--- config.mk ---
export PLATFORM = sky130hd
export DESIGN_NAME = uart_rxq
export DESIGN_NICKNAME = d
export VERILOG_FILES = /design/src/rtl/uart_rxq_pkg.sv /design/src/rtl/uart_rxq_ctrl.sv /design/src/rtl/uart_rxq_store.sv /design/src/rtl/uart_rxq_timer.sv /design/src/rtl/uart_rxq.sv
export SDC_FILE = /design/constraint.sdc
export NUM_CORES = 1
export LEC_CHECK = 0
export ABC_AREA = 1
export BUFFER_PORTS_ARGS = -buffer_cell sky130_fd_sc_hd__buf_2
export CAP_MARGIN = 10
export CORE_MARGIN = 4
export CORE_UTILIZATION = 51
export DETAILED_ROUTE_END_ITERATION = 7
export HOLD_SLACK_MARGIN = 0.02
export PLACE_DENSITY = 0.78
export SLEW_MARGIN = 20
export SYNTH_ARGS = -nofsm -noshare
export SYNTH_HDL_FRONTEND = slang
export SYNTH_SLANG_ARGS = --single-unit
--- constraint.sdc ---
create_clock -name clk -period 5.5 [get_ports clk]
set_clock_uncertainty 0.1 [all_clocks]
set_input_delay 0.55 -clock clk [delete_from_list [all_inputs] [get_ports clk]]
set_output_delay 0.55 -clock clk [all_outputs]
set_load 0.01 [all_outputs]
--- src/rtl/uart_rxq_pkg.sv ---
package uart_rxq_pkg;
  localparam int BYTE_W = 8;
  localparam logic [BYTE_W-1:0] CTRL_KEEP = 8'hC9;

  typedef enum logic [1:0] {
    TRIG_ONE  = 2'b00,
    TRIG_QTR  = 2'b01,
    TRIG_HALF = 2'b10,
    TRIG_HIGH = 2'b11
  } trig_sel_e;

  // Bits per serial frame: start, data, optional parity, stop(s).
  function automatic logic [3:0] frame_bits(input logic [3:0] lc);
    frame_bits = 4'd1 + (4'd5 + {2'b00, lc[1:0]}) + {3'b000, lc[3]}
               + (4'd1 + {3'b000, lc[2]});
  endfunction
endpackage

--- src/rtl/uart_rxq_ctrl.sv ---
module uart_rxq_ctrl
  import uart_rxq_pkg::*;
(
  input  logic              clk,
  input  logic              rst_n,
  input  logic              fcr_wr,
  input  logic [BYTE_W-1:0] fcr_data,
  output logic [BYTE_W-1:0] fcr_q,
  output logic              rx_flush,
  output logic              tx_flush
);
  logic [BYTE_W-1:0] ctrl_q, ctrl_d;
  logic              en_toggle;

  always_comb begin
    en_toggle = fcr_data[0] ^ ctrl_q[0];
    rx_flush  = fcr_wr & (fcr_data[1] | en_toggle);
    tx_flush  = fcr_wr & (fcr_data[2] | en_toggle);
    ctrl_d    = fcr_wr ? (fcr_data & CTRL_KEEP) : ctrl_q;
  end

  always_ff @(posedge clk or negedge rst_n) begin
    if (!rst_n) ctrl_q <= '0;
    else        ctrl_q <= ctrl_d;
  end

  assign fcr_q = ctrl_q;
endmodule

--- src/rtl/uart_rxq_store.sv ---
module uart_rxq_store #(
  parameter int DEPTH = 16,
  parameter int W     = 8,
  localparam int AW   = $clog2(DEPTH),
  localparam int CW   = AW + 1
) (
  input  logic          clk,
  input  logic          rst_n,
  input  logic          flush,
  input  logic          push,
  input  logic [W-1:0]  push_data,
  input  logic          pop,
  output logic [W-1:0]  head,
  output logic [CW-1:0] count,
  output logic          full
);
  logic [W-1:0]  mem [DEPTH];
  logic [AW-1:0] wr_q, wr_d, rd_q, rd_d;
  logic [CW-1:0] cnt_q, cnt_d;
  logic          push_ok, pop_ok;

  always_comb begin
    full    = (cnt_q == CW'(DEPTH));
    push_ok = push & ~full;
    pop_ok  = pop & (cnt_q != '0);
    wr_d    = wr_q;
    rd_d    = rd_q;
    cnt_d   = cnt_q;
    if (flush) begin
      wr_d  = '0;
      rd_d  = '0;
      cnt_d = '0;
    end else begin
      if (push_ok) wr_d = wr_q + AW'(1);
      if (pop_ok)  rd_d = rd_q + AW'(1);
      cnt_d = cnt_q + CW'(push_ok) - CW'(pop_ok);
    end
  end

  always_ff @(posedge clk or negedge rst_n) begin
    if (!rst_n) begin
      wr_q  <= '0;
      rd_q  <= '0;
      cnt_q <= '0;
    end else begin
      wr_q  <= wr_d;
      rd_q  <= rd_d;
      cnt_q <= cnt_d;
    end
  end

  always_ff @(posedge clk) begin
    if (push_ok && !flush) mem[wr_q] <= push_data;
  end

  assign head  = mem[rd_q];
  assign count = cnt_q;
endmodule

--- src/rtl/uart_rxq_timer.sv ---
module uart_rxq_timer #(
  parameter int CNT_W = 10
) (
  input  logic             clk,
  input  logic             rst_n,
  input  logic             clear,
  input  logic             rearm,
  input  logic             rd_hit,
  input  logic             tick,
  input  logic             has_data,
  input  logic [CNT_W-1:0] limit,
  output logic             pend
);
  logic [CNT_W-1:0] cnt_q, cnt_d;
  logic             armed_q, armed_d;
  logic             pend_q, pend_d;

  always_comb begin
    cnt_d   = cnt_q;
    armed_d = armed_q;
    pend_d  = pend_q;
    if (clear) begin
      cnt_d   = '0;
      armed_d = 1'b0;
      pend_d  = 1'b0;
    end else begin
      if (rd_hit) pend_d = 1'b0;
      if (rearm) begin
        cnt_d   = '0;
        armed_d = 1'b1;
      end else if (armed_q && tick) begin
        if (cnt_q == limit - CNT_W'(1)) begin
          armed_d = 1'b0;
          if (has_data && !rd_hit) pend_d = 1'b1;
        end else begin
          cnt_d = cnt_q + CNT_W'(1);
        end
      end
    end
  end

  always_ff @(posedge clk or negedge rst_n) begin
    if (!rst_n) begin
      cnt_q   <= '0;
      armed_q <= 1'b0;
      pend_q  <= 1'b0;
    end else begin
      cnt_q   <= cnt_d;
      armed_q <= armed_d;
      pend_q  <= pend_d;
    end
  end

  assign pend = pend_q;
endmodule

--- src/rtl/uart_rxq.sv ---
module uart_rxq
  import uart_rxq_pkg::*;
#(
  parameter int DEPTH         = 16,
  parameter int OVERSAMPLE    = 16,
  parameter int TIMEOUT_CHARS = 4
) (
  input  logic              clk,
  input  logic              rst_n,
  input  logic              baud_tick,
  input  logic [3:0]        line_ctrl,
  input  logic              char_valid,
  input  logic [BYTE_W-1:0] char_data,
  input  logic              brk_valid,
  input  logic              rd_en,
  output logic [BYTE_W-1:0] rd_data,
  input  logic              lsr_rd,
  input  logic              fcr_wr,
  input  logic [BYTE_W-1:0] fcr_data,
  output logic [BYTE_W-1:0] fcr_q,
  output logic              tx_flush,
  output logic              data_ready,
  output logic              overrun,
  output logic              brk_flag,
  output logic              trig_hit,
  output logic              timeout_pend,
  output logic [$clog2(DEPTH):0] fill_count
);
  localparam int CW        = $clog2(DEPTH) + 1;
  localparam int TPC       = OVERSAMPLE * TIMEOUT_CHARS;
  localparam int MAX_LIMIT = 12 * TPC;
  localparam int CNT_W     = $clog2(MAX_LIMIT + 1);

  logic              rx_flush, fifo_en, full, empty;
  logic              arrive, push, pop, rd_empties, ov_set, rearm;
  logic [BYTE_W-1:0] in_byte, head, hold_q, hold_d;
  logic              dr_q, dr_d, ov_q, ov_d, brk_q, brk_d;
  logic [CW-1:0]     trig_lvl;
  logic [CNT_W-1:0]  limit;
  trig_sel_e         trig_sel;

  uart_rxq_ctrl u_ctrl (
    .clk      (clk),
    .rst_n    (rst_n),
    .fcr_wr   (fcr_wr),
    .fcr_data (fcr_data),
    .fcr_q    (fcr_q),
    .rx_flush (rx_flush),
    .tx_flush (tx_flush)
  );

  uart_rxq_store #(.DEPTH(DEPTH), .W(BYTE_W)) u_store (
    .clk       (clk),
    .rst_n     (rst_n),
    .flush     (rx_flush),
    .push      (push),
    .push_data (in_byte),
    .pop       (pop),
    .head      (head),
    .count     (fill_count),
    .full      (full)
  );

  uart_rxq_timer #(.CNT_W(CNT_W)) u_timer (
    .clk      (clk),
    .rst_n    (rst_n),
    .clear    (rx_flush),
    .rearm    (rearm),
    .rd_hit   (rd_en),
    .tick     (baud_tick),
    .has_data (~empty),
    .limit    (limit),
    .pend     (timeout_pend)
  );

  always_comb begin
    fifo_en  = fcr_q[0];
    trig_sel = trig_sel_e'(fcr_q[7:6]);
    case (trig_sel)
      TRIG_ONE:  trig_lvl = CW'(1);
      TRIG_QTR:  trig_lvl = CW'(DEPTH / 4);
      TRIG_HALF: trig_lvl = CW'(DEPTH / 2);
      default:   trig_lvl = CW'(DEPTH - 2);
    endcase
    limit = CNT_W'(int'(frame_bits(line_ctrl)) * TPC);
  end

  always_comb begin
    empty      = (fill_count == '0);
    arrive     = char_valid | brk_valid;
    in_byte    = brk_valid ? '0 : char_data;
    push       = fifo_en & arrive & ~rx_flush;
    pop        = fifo_en & rd_en & ~empty & ~rx_flush;
    rd_empties = rd_en & (~fifo_en | (fill_count <= CW'(1)));
    ov_set     = arrive & ~rx_flush & (fifo_en ? full : dr_q);
    rearm      = fifo_en & ~rx_flush & (arrive | (rd_en & (fill_count > CW'(1))));

    hold_d = (!fifo_en && arrive && !rx_flush) ? in_byte : hold_q;
    ov_d   = ov_set | (ov_q & ~lsr_rd);

    if (rx_flush)        dr_d = 1'b0;
    else if (arrive)     dr_d = 1'b1;
    else if (rd_empties) dr_d = 1'b0;
    else                 dr_d = dr_q;

    if (rx_flush)                  brk_d = 1'b0;
    else if (brk_valid)            brk_d = 1'b1;
    else if (rd_empties || lsr_rd) brk_d = 1'b0;
    else                           brk_d = brk_q;
  end

  always_ff @(posedge clk or negedge rst_n) begin
    if (!rst_n) begin
      hold_q <= '0;
      dr_q   <= 1'b0;
      ov_q   <= 1'b0;
      brk_q  <= 1'b0;
    end else begin
      hold_q <= hold_d;
      dr_q   <= dr_d;
      ov_q   <= ov_d;
      brk_q  <= brk_d;
    end
  end

  assign rd_data    = fifo_en ? (empty ? '0 : head) : hold_q;
  assign data_ready = dr_q;
  assign overrun    = ov_q;
  assign brk_flag   = brk_q;
  assign trig_hit   = dr_q & (~fifo_en | (fill_count >= trig_lvl));
endmodule

==> results of run 1 <==
-- critical path: stages (launching register included) --
cell and delay (ns):
dfrtp_1 1.04, clkinv_1 0.67, o211ai_1 0.32, o211ai_1 0.15, nand3b_1 0.12, nand2_1 0.08
nand2_1 0.10, nand2_1 0.06, buf_2 0.14
-- cells in the final DEF (no fill, tap or decap), drive strengths merged, types with 2 or more instances in the layout --
master      n
inv        86
edfxtp    128
o21ai      68
buf        54
nor3        4
nand4       9
o21a        2
xor2        4
nand3      57
o211ai     16
nand3b      8
clkinv      5
fa          2
clkinvlp    2
a21oi       7
conb        4
nand2     244
ha         22
dfrtp      40
clkbuf     17
nor2       93
-- area by class of cell --
cell class | instances | area, µm²
clock buffer | 17 | 425.4
clock inverter | 15 | 160.2
fill | 1234 | 6316
inverter | 79 | 296.5
multi-input combinational | 545 | 2665
sequential | 168 | 4846
tap | 211 | 264.0
timing repair buffer | 54 | 285.3
-- stage by stage --
step | area, µm² | std cells | hold WS [ns] | util
after floorplan | 7980 | 827 | 0.1544 | -
after global placement | 8349 | 1057 | 0.3813 | 0.5472
after detailed placement | 8352 | 1057 | 0.3844 | 0.5474
after CTS | 8937 | 1089 | 0.1729 | 0.5857
after global routing | 8942 | 1089 | 0.2313 | 0.5861
final | 8942 | 1089 | 0.1540 | 0.5861
-- logic make-up after synthesis --
group / count (synthesis) / share of synthesized area
adder cells (fa/ha/maj): 24 / 0.03957
AND/OR/NAND/NOR: 416 / 0.2192
XOR/XNOR: 5 / 0.005495
buffers and inverters: 114 / 0.05998
flip-flops: 168 / 0.6079
AO/OA/AOI/OAI: 95 / 0.06595
other: 1 / 0.0004706
multiplexers: 1 / 0.001413
-- final timing paths --
path	depth (start not counted)	from	slack, ns	end
min in group clk	3	fcr_data[6]	0.23	u_ctrl.fcr_q[6]
min	1	rst_n	0.15	u_store.count[4]
max in group asynchronous	1	rst_n	4.51	u_store.rd_q[0]
max	8	u_store.rd_q[1]	1.72	rd_data[3]
max reg2reg	15	u_ctrl.fcr_q[0]	2.13	u_store.count[4]
min reg2reg	2	overrun	0.40	overrun
-- flip-flops by register name, indices dropped and copies added (netlist names) --
name	count
u_store.rd_q	4
u_timer.pend	1
hold_q	8
u_timer.armed_q	1
u_store.wr_q	4
brk_flag	1
data_ready	1
u_store.mem	128
overrun	1
u_ctrl.fcr_q	4
u_store.count	5
u_timer.cnt_q	10
-- where the power goes --
group	switching [µW]	total [µW]	leakage (µW)	internal, µW
clock network	523	1170	0.000285	644
logic	469	698	0.00188	228
registers	53.8	1480	0.00170	1430
-- routing by layer --
layer / part of all wire / track usage / vias to the layer above
met3: 0.063 / 0.03308 / 44
met5: 0 / 0 / -
met1: 0.42 / 0.2635 / 2711
li1: - / - / 2816
met2: 0.49 / 0.3307 / 219
met4: 0.033 / 0.09353 / 0
==> impl_results.md, run 1 <==
- Status: completed
- Core area: 0.01526 mm²
- Asr flop ratio synth: 0.2381
- Slew @ Worst Pin: 1.066 ns
- DR vias/cell: 5.317
- Antenna cells: 0
- Vias: 5790
- Synth top cells by count: 240 x nand2_1, 128 x edfxtp_1, 88 x nor2_1, 73 x inv_1, 66 x o21ai_0
- RSZ-0062 raised after global routing: false
- Largest area contributor in the netlist: edfxtp_1
- CP startpoint kind: flop
- Clock Path Buffers: 2
- Fin crit share: 0.6868
- Htree depth: 4
- Setup slack after layout: 1.723 ns
- Top-count cell post-synth: nand2_1
- Hold buffer count at cts: 0
- Clock Sinks: 168
- Synthesized area: 0.007969 mm²
- IO Port Bufs: 48
- Nets: 917
- Detailed Route Iter0 Violations: 480
- Synth-to-layout area growth: 12.22%
- HPWL Detailed: 11260 µm
- GRT Total Usage: 0.2015
- Setup TNS: 0 ns
- Placer Congestion: 0.8349
- Yosys top cell area share: 0.4823
- Final setup violation count: 0
- Hold Fails Final Rpt: 0
- CTS Root Cell: clkbuf_16
- Num CTS Buffers: 17
- Leakage power: 0.003859 µW
- Layout cell share with drive strength beyond 1: 0.1207
- Max-capacitance violation count: 0
- Antenna violations before repair: 0
- Largest cells by area after synthesis: edfxtp_1 48%, dfrtp_1 13%, nand2_1 11%, nor2_1 4.1%, o21ai_0 4.1%
- Final worst path period need: 3.777 ns
- Syn avg cell area: 9.671 µm²
- CTS tree: built
- Total wire length: 17390 µm
- Chip width: 133 µm
- Final ANT Viol Nets: 0
- Largest net degree at the start of global routing: 74
- CP Data Required Time: 4.85 ns
- #FFs+latches synth: 168
- Slew Limit Headroom: 0.2880
- Clk_lat worst skew: 0.43 ns
- Total power: 3345 µW
- Yosys cell types: 34
- EDFF count, synth: 128
- Total congestion overflow: 0
- Post-synthesis sequential area ratio: 0.6079
- Post-synthesis cell count: 824
- Crit-path max FO: 28
- Worst-case vdd ir drop: 0.2993 mV
- Post-CTS Resized: 0
- Row count: 45
- Wirelength per Cell: 15.97 µm
- Post-route DRC: 0
- First-pass GRT wire length: 27610 µm
- Clock slew at reported path FFs: 0.07 ns
- P per Cell Area: 374.1 mW/mm²
- Starting density of the core: 0.5223
- Die ar.: 0.01769 mm²
- Crit path kind: flop to output pin
- Final Max Tran Viols: 0
- Fmax: 264.7 MHz
- WP data arrival: 3.13 ns
- Vias in the first global route: 5400
- Post-place setup slack: 2.176 ns
- Die Ht: 133 µm
- Ys Warns: 0
- Main synth FF type: edfxtp_1
- CP endpoint kind: output pin
- Io pins: 55
- Tightest Hold Check Type: input pin to async pin
- # Post-CTS Setup Buffers: 0
- First-pass DRT Iterations: 7
Note: power is estimated with default switching activity, not from simulation.
==> run 2, diff against run 1 <==
ABC_AREA = 0   (was 1)
clock period = 3.65 ns   (was 5.5 ns; I/O delays follow)
==> run 2 against run 1 <==
Against the previous run: the run now ends with negative hold slack left; worst hold slack worse by 0.16 ns; clock power is 59% higher; sequential share of layout area is 2.1 points higher; critical endpoint is now u_store.count[4].
==> impl_results.md, run 2 <==
- Clock Sinks: 168 (unchanged)
- IO Port Bufs: 48 (unchanged)
- Most flops, register: u_store.mem
- Io pins: 55 (unchanged)
- Most frequent CP cell: ha_1
- Chip width: 129.6 µm (-2.6%)
- Clock Path Buffers: 2 (unchanged)
- Layout cell share with drive strength beyond 1: 0.2540 (+0.1333)
- Crit path kind: flop to flop
- Final Max Tran Viols: 0 (unchanged)
- Critical-path cell list: inv_1 -> ha_1 -> nor4b_1 -> buf_4 -> nor3_1 -> ha_1 -> inv_1 -> ha_1 -> fa_1 -> a21oi_1 -> nor2_1 -> or3_1 -> a21oi_1
- Detailed Route Iter0 Violations: 473 (-1.5%)
- Violated checks: negative hold slack
- Largest area contributor in the netlist: edfxtp_1
- CTS Root Cell: clkbuf_16
- Row count: 44 (-2.2%)
- HPWL Detailed: 10180 µm (-9.6%)
- Crit-path max FO: 5 (-82%)
- Htree depth: 4 (unchanged)
- Largest cells by area after synthesis: edfxtp_1 51%, dfrtp_1 13%, mux4_2 9.6%, ha_1 3.7%, mux2i_1 1.9%
- Post-CTS Resized: 0 (unchanged)
- WP data arrival: 3.26 ns (+0.13 ns)
- Slowest Stage Delay on Critical Path: 0.42 ns (-0.62 ns)
- Placer Congestion: 0.8033 (-3.8%)
- Post-synthesis cell count: 494 (-40%)
- Asr flop ratio synth: 0.2381 (unchanged)
- Fin crit share: 0.8246
- Total congestion overflow: 0 (unchanged)
- Die ar.: 0.01679 mm² (-5.1%)
- CP endpoint kind: flop
- Yosys cell types: 50 (+47%)
- Die Ht: 129.6 µm (-2.6%)
- Top-count cell post-synth: edfxtp_1
- Fmax: 332.2 MHz
- Synth top cells by count: 128 x edfxtp_1, 40 x dfrtp_1, 32 x mux4_2, 29 x nand2_1, 26 x inv_1
- # Post-CTS Setup Buffers: 0 (unchanged)
- Antenna violations before repair: 0 (unchanged)
- First-pass GRT wire length: 24700 µm (-11%)
- Leakage power: 0.003277 µW (-15%)
- Yosys top cell area share: 0.5100 (+0.02771)
- Hold slack: -0.006188 ns (-0.1602 ns)
- Num CTS Buffers: 17 (unchanged)
- Starting density of the core: 0.5205 (-0.001783)
- Max-capacitance violation count: 0 (unchanged)
- RSZ-0062 raised after global routing: false
- Final worst path period need: 3.010 ns
- CTS tree: built
- Max FFs per register: 128 (unchanged)
- Post-synthesis sequential area ratio: 0.6429 (+0.03492)
- Core area: 0.01448 mm² (-5.1%)
- Worst path slowest cell: dfrtp_1
- Final ANT Viol Nets: 0 (unchanged)
- CP startpoint kind: flop
- Clk_lat worst skew: 0.42 ns (about the same)
- Commonest non-fill, non-tap cell in the layout: edfxtp_1
- Wirelength per Cell: 20.38 µm (+28%)
- Nets: 602 (-34%)
- Final setup violation count: 0 (unchanged)
- Top Registers: u_store.mem: 128 flops, u_timer.cnt_q: 10 flops, hold_q: 8 flops
- DR vias/cell: 5.825 (+9.6%)
- Clock slew at reported path FFs: 0.06 ns (about the same)
- Hold Fails Final Rpt: 12 (+12)
- EDFF count, synth: 128 (unchanged)
- Total wire length: 15220 µm (-12%)
- Worst-case vdd ir drop: 0.4099 mV (+37%)
- Tightest Hold Check Type: input pin to async pin
- Ys Warns: 0 (unchanged)
- CP Data Required Time: 3.90 ns (-0.95 ns)
- Post-route DRC: 0 (unchanged)
- GRT Total Usage: 0.1970 (-0.004509)
- Vias: 4351 (-25%)
- Antenna cells: 0 (unchanged)
- Syn avg cell area: 15.26 µm² (+58%)
- #FFs+latches synth: 168 (unchanged)
- Setup TNS: 0 ns (unchanged)
- Main synth FF type: edfxtp_1
- Slew @ Worst Pin: 1.031 ns (-0.03533 ns)
- Status: finished, violations left
- First-pass DRT Iterations: 5 (-2)
- Most frequent cells in the layout: 128 x edfxtp_1, 48 x buf_2, 39 x dfrtp_1
- Vias in the first global route: 4614 (-15%)
- Largest net degree at the start of global routing: 41 (-45%)
- Synthesized area: 0.007536 mm² (-5.4%)
- Slew Limit Headroom: 0.3112 (+0.02318)
- Synth-to-layout area growth: 14.33%
- P per Cell Area: 610.8 mW/mm² (+63%)
run 2: cell count changes after synthesis, moves of 16 or more:
cell / change
nand2_1: -211
mux4_2: +32
and2_1: +16
nor2_1: -68
o211ai_1: -16
inv_1: -47
nand3_1: -53
a22oi_1: +16
o21ai_0: -58
run 2: layer usage:
metal / share of wire / track usage / wire (µm) / vias up
li1: - / - / - / 1967
met1: 0.39 / 0.2537 / 6006 / 2192
met2: 0.52 / 0.3270 / 7930 / 163
met3: 0.060 / 0.04864 / 918 / 29
met4: 0.024 / 0.07335 / 368 / 0
met5: 0 / 0 / 0 / -
run 2: what timing repair did:
item,4_1_cts,5_1_grt
endpoints found under the hold margin,1,0
hold buffers,1,0
setup endpoints to repair,0,0
run 2: path summary, 6_finish.rpt:
| check | depth (start not counted) | slack [ns] | from | end |
|---|---|---|---|---|
| max | 13 | 0.64 | u_store.count[2] | u_store.count[4] |
| max in group asynchronous | 1 | 2.80 | rst_n | u_store.rd_q[0] |
| min | 1 | -0.006 | rst_n | u_timer.cnt_q[1] |
| min reg2reg | 1 | 0.40 | u_ctrl.fcr_q[3] | u_ctrl.fcr_q[3] |
| min in group clk | 3 | 0.05 | fcr_data[7] | u_ctrl.fcr_q[7] |
| max reg2reg | 13 | 0.64 | u_store.count[2] | u_store.count[4] |
run 2: report_power, final:
part	internal (µW)	leakage, µW	switching, µW	total, µW
Combinational	539	0.00128	620	1160
Clock	1120	0.000297	738	1860
Sequential	2160	0.00170	81.5	2240
Total	3820	0.00328	1440	5260
run 2: critical path, delay by kind of cell, from the launching register on:
| family | cells | cell delay [ns] |
|---|---|---|
| fa+ha+maj | 4 | 1.08 |
| simple gates | 4 | 0.67 |
| flops | 1 | 0.42 |
| buf+inv | 3 | 0.34 |
| compound gates | 2 | 0.32 |
run 2: stage by stage:
step	instance area, µm²	instances	power [µW]	setup slack, ns	utilization
after floorplan	7547	497	3102	0.6970	-
after global placement	7973	714	3396	0.5953	0.5506
after detailed placement	7973	714	3441	0.5361	0.5506
after CTS	8603	747	5303	0.6155	0.5942
after global routing	8616	747	5526	0.3678	0.5951
final	8616	747	5262	0.6402	0.5951
run 2: cells by family (layout without fill, tap and decap cells):
kind of cell    Yosys count  in the layout  share of synthesized area
fa+ha+maj                24             24                    0.04184
compound gates           67             67                    0.05828
flops                   168            168                     0.6429
xor+xnor                 13             13                    0.01611
simple gates            113            113                    0.08169
other cells               1              4                  0.0004976
buf+inv                  53            119                    0.03105
mux                      55             55                     0.1277
run 2: final cells by class:
cell class / count / area [µm²]
clock buffer: 20 / 456.7
clock inverter: 12 / 163.9
fill: 1047 / 5863
inverter: 26 / 97.59
multi-input combinational: 276 / 2481
sequential: 168 / 4846
tap: 184 / 230.2
timing repair buffer: 61 / 340.3
==> run 3, diff against run 2 <==
ABC_AREA = 1   (was 0)
clock period = 2.9 ns   (was 3.65 ns; I/O delays follow)
==> run 3 against run 2 <==
Against the previous run: the run now ends clean; sequential share of layout area shrank 4.5 points; cell count grew 52%; via count grew 39%; worst hold slack gained 0.087 ns; final area grew 8.7%; core utilization grew 1.9 points; global-route usage grew 1.6 points; first-iteration DRC count grew 19%; die area grew 5.4%.
==> impl_results.md, run 3 (synthesis gave the netlist of run 1 again) <==
- Status: completed
- Sequential cell area: 0.004846 mm² (unchanged)
- Starting density of the core: 0.5223 (+0.001783)
- Io pins: 55 (unchanged)
- Leakage power: 0.004100 µW (+25%)
- First-pass DRT Iterations: 5 (unchanged)
- Clock Path Buffers: 2 (unchanged)
- Synth-to-layout area growth: 17.55%
- Most flops, register: u_store.mem
- Detailed Route Iter0 Violations: 563 (+19%)
- Final setup violation count: 0 (unchanged)
- Slew @ Worst Pin: 0.8927 ns (-0.1384 ns)
- HPWL Detailed: 11920 µm (+17%)
- Wirelength per Cell: 16.15 µm (-21%)
- Tightest Hold Check Type: input pin to flop
- Layout cell share with drive strength beyond 1: 0.1600 (-0.09400)
- Chip width: 133 µm (+2.7%)
- Die Ht: 133 µm (+2.7%)
- Total wire length: 18350 µm (+21%)
- Max Used Layer: met4
- CP Data Required Time: 2.51 ns (-1.39 ns)
- Top Registers: u_store.mem: 128 flops, u_timer.cnt_q: 10 flops, hold_q: 8 flops
- Htree depth: 4 (unchanged)
- Most frequent cells in the layout: 240 x nand2_1, 128 x edfxtp_1, 87 x nor2_1
- Antenna cells: 0 (unchanged)
- Met3 wire len: 1289 µm (+40%)
- WP data arrival: 2.42 ns (-0.84 ns)
- Max FFs per register: 128 (unchanged)
- CTS tree: built
- Hold path depth: 4
- Worst-case vdd ir drop: 0.5317 mV (+30%)
- CP endpoint kind: output pin
- Commonest non-fill, non-tap cell in the layout: nand2_1
- Setup TNS: 0 ns (unchanged)
- Fin crit share: 0.9683
- Fmax: 356.1 MHz
- Clock slew at reported path FFs: 0.06 ns (about the same)
- IO Port Bufs: 48 (unchanged)
- DR vias/cell: 5.319 (-8.7%)
- Final Max Tran Viols: 0 (unchanged)
- First-pass GRT wire length: 29210 µm (+18%)
- Post-route DRC: 0 (unchanged)
- Clock Sinks: 168 (unchanged)
- Clk_lat worst skew: 0.43 ns (about the same)
- CP startpoint kind: flop
- Slew Limit Headroom: 0.4049 (+0.09371)
- P per Cell Area: 691.4 mW/mm² (+13%)
- GRT Total Usage: 0.2129 (+0.01586)
- Fill count: 1162 (+11%)
- Vias: 6042 (+39%)
- Fin area: 0.009368 mm² (+8.7%)
- Reg2Reg Depth: 16 (+3)
- Max-capacitance violation count: 0 (unchanged)
- Die ar.: 0.01769 mm² (+5.4%)
- CTS Root Cell: clkbuf_16
- Largest net degree at the start of global routing: 74 (+80%)
- Vias in the first global route: 5789 (+25%)
- Met2 Wirelength: 9148 µm (+15%)
- Placer Congestion: 0.8580 (+6.8%)
- Fin util: 0.6139 (+0.01888)
- Core area: 0.01526 mm² (+5.4%)
- Total congestion overflow: 0 (unchanged)
- Area of the multi-input gates: 0.002676 mm² (+7.9%)
- Final ANT Viol Nets: 0 (unchanged)
- Row count: 45 (+2.3%)
- DRT met1 WL: 7317 µm (+22%)
- Final worst path period need: 2.808 ns
- Crit path kind: flop to output pin
- Hold slack: 0.08116 ns (+0.08734 ns)
- Post-DP Area: 0.008630 mm² (+8.2%)
- Hold Fails Final Rpt: 0 (-12)
- Antenna violations before repair: 0 (unchanged)
- Nets: 964 (+60%)
- Crit-path max FO: 10 (+5)
- Num CTS Buffers: 17 (unchanged)
==> run 3: cell types whose count changed in the layout (fill, tap and decap cells not counted), moves of 16 or more <==
cell	change
nand2_1	+211
and2_1	-16
nor2_1	+67
o21ai_0	+57
inv_1	+44
nand3_1	+53
buf_4	+33
a22oi_1	-16
o211ai_1	+16
mux4_2	-32
==> run 3: per-layer routing <==
layer,track usage,vias to the layer above
met5,0,-
met4,0.1005,0
met3,0.04525,46
met2,0.3631,236
met1,0.2583,2859
li1,-,2901
==> run 3: cell type report <==
cell class / instances / share of cell area
tap: 211 / 0.02818
clock inverter: 9 / 0.006411
timing repair buffer: 101 / 0.07346
clock buffer: 23 / 0.05677
multi-input combinational: 545 / 0.2857
sequential: 168 / 0.5173
inverter: 79 / 0.03219
==> run 3: per-stage QoR <==
step / std cells / power, µW / worst slack, ns
final: 1136 / 6477 / 0.09198
after global routing: 1136 / 6827 / -0.01202
after CTS: 1131 / 6447 / 0.03196
after detailed placement: 1091 / 4266 / 0.03417
after global placement: 1091 / 4213 / 0.1064
after floorplan: 827 / 3784 / 0.1417
==> run 3: repair_timing <==
item,4_1_cts,5_1_grt
pin swaps,1,0
resized for setup,1,7
setup buffers,3,5
setup endpoints to repair,1,4
hold buffers,5,0
cloned,0,0
hold endpoints to repair,44,0
==> run 3: path summary, 6_finish.rpt <==
path	slack, ns	startpoint	end
max	0.09	u_store.rd_q[2]	rd_data[1]
min	0.08	lsr_rd	overrun
max reg2reg	0.16	u_store.count[2]	u_store.count[4]
min reg2reg	0.41	hold_q[5]	hold_q[5]
max in group asynchronous	1.66	rst_n	u_store.rd_q[0]
min in group asynchronous	0.42	rst_n	u_timer.cnt_q[5]
==> run 3: critical path, stage by stage (launching register included) <==
cell and delay [ns]:
dfrtp_1 0.53, nand2_1 0.22, clkinvlp_4 0.25, buf_4 0.22
nand3_1 0.10, nand2_1 0.10, nor2_1 0.09, o21ai_0 0.09
nand2_1 0.13, nand2_1 0.07, nand2_1 0.06, buf_2 0.13
==> run 3: power breakdown <==
group | total [µW] | switching [µW] | internal, µW
registers | 2790 | 78.6 | 2710
clock network | 2190 | 903 | 1290
logic | 1500 | 958 | 538
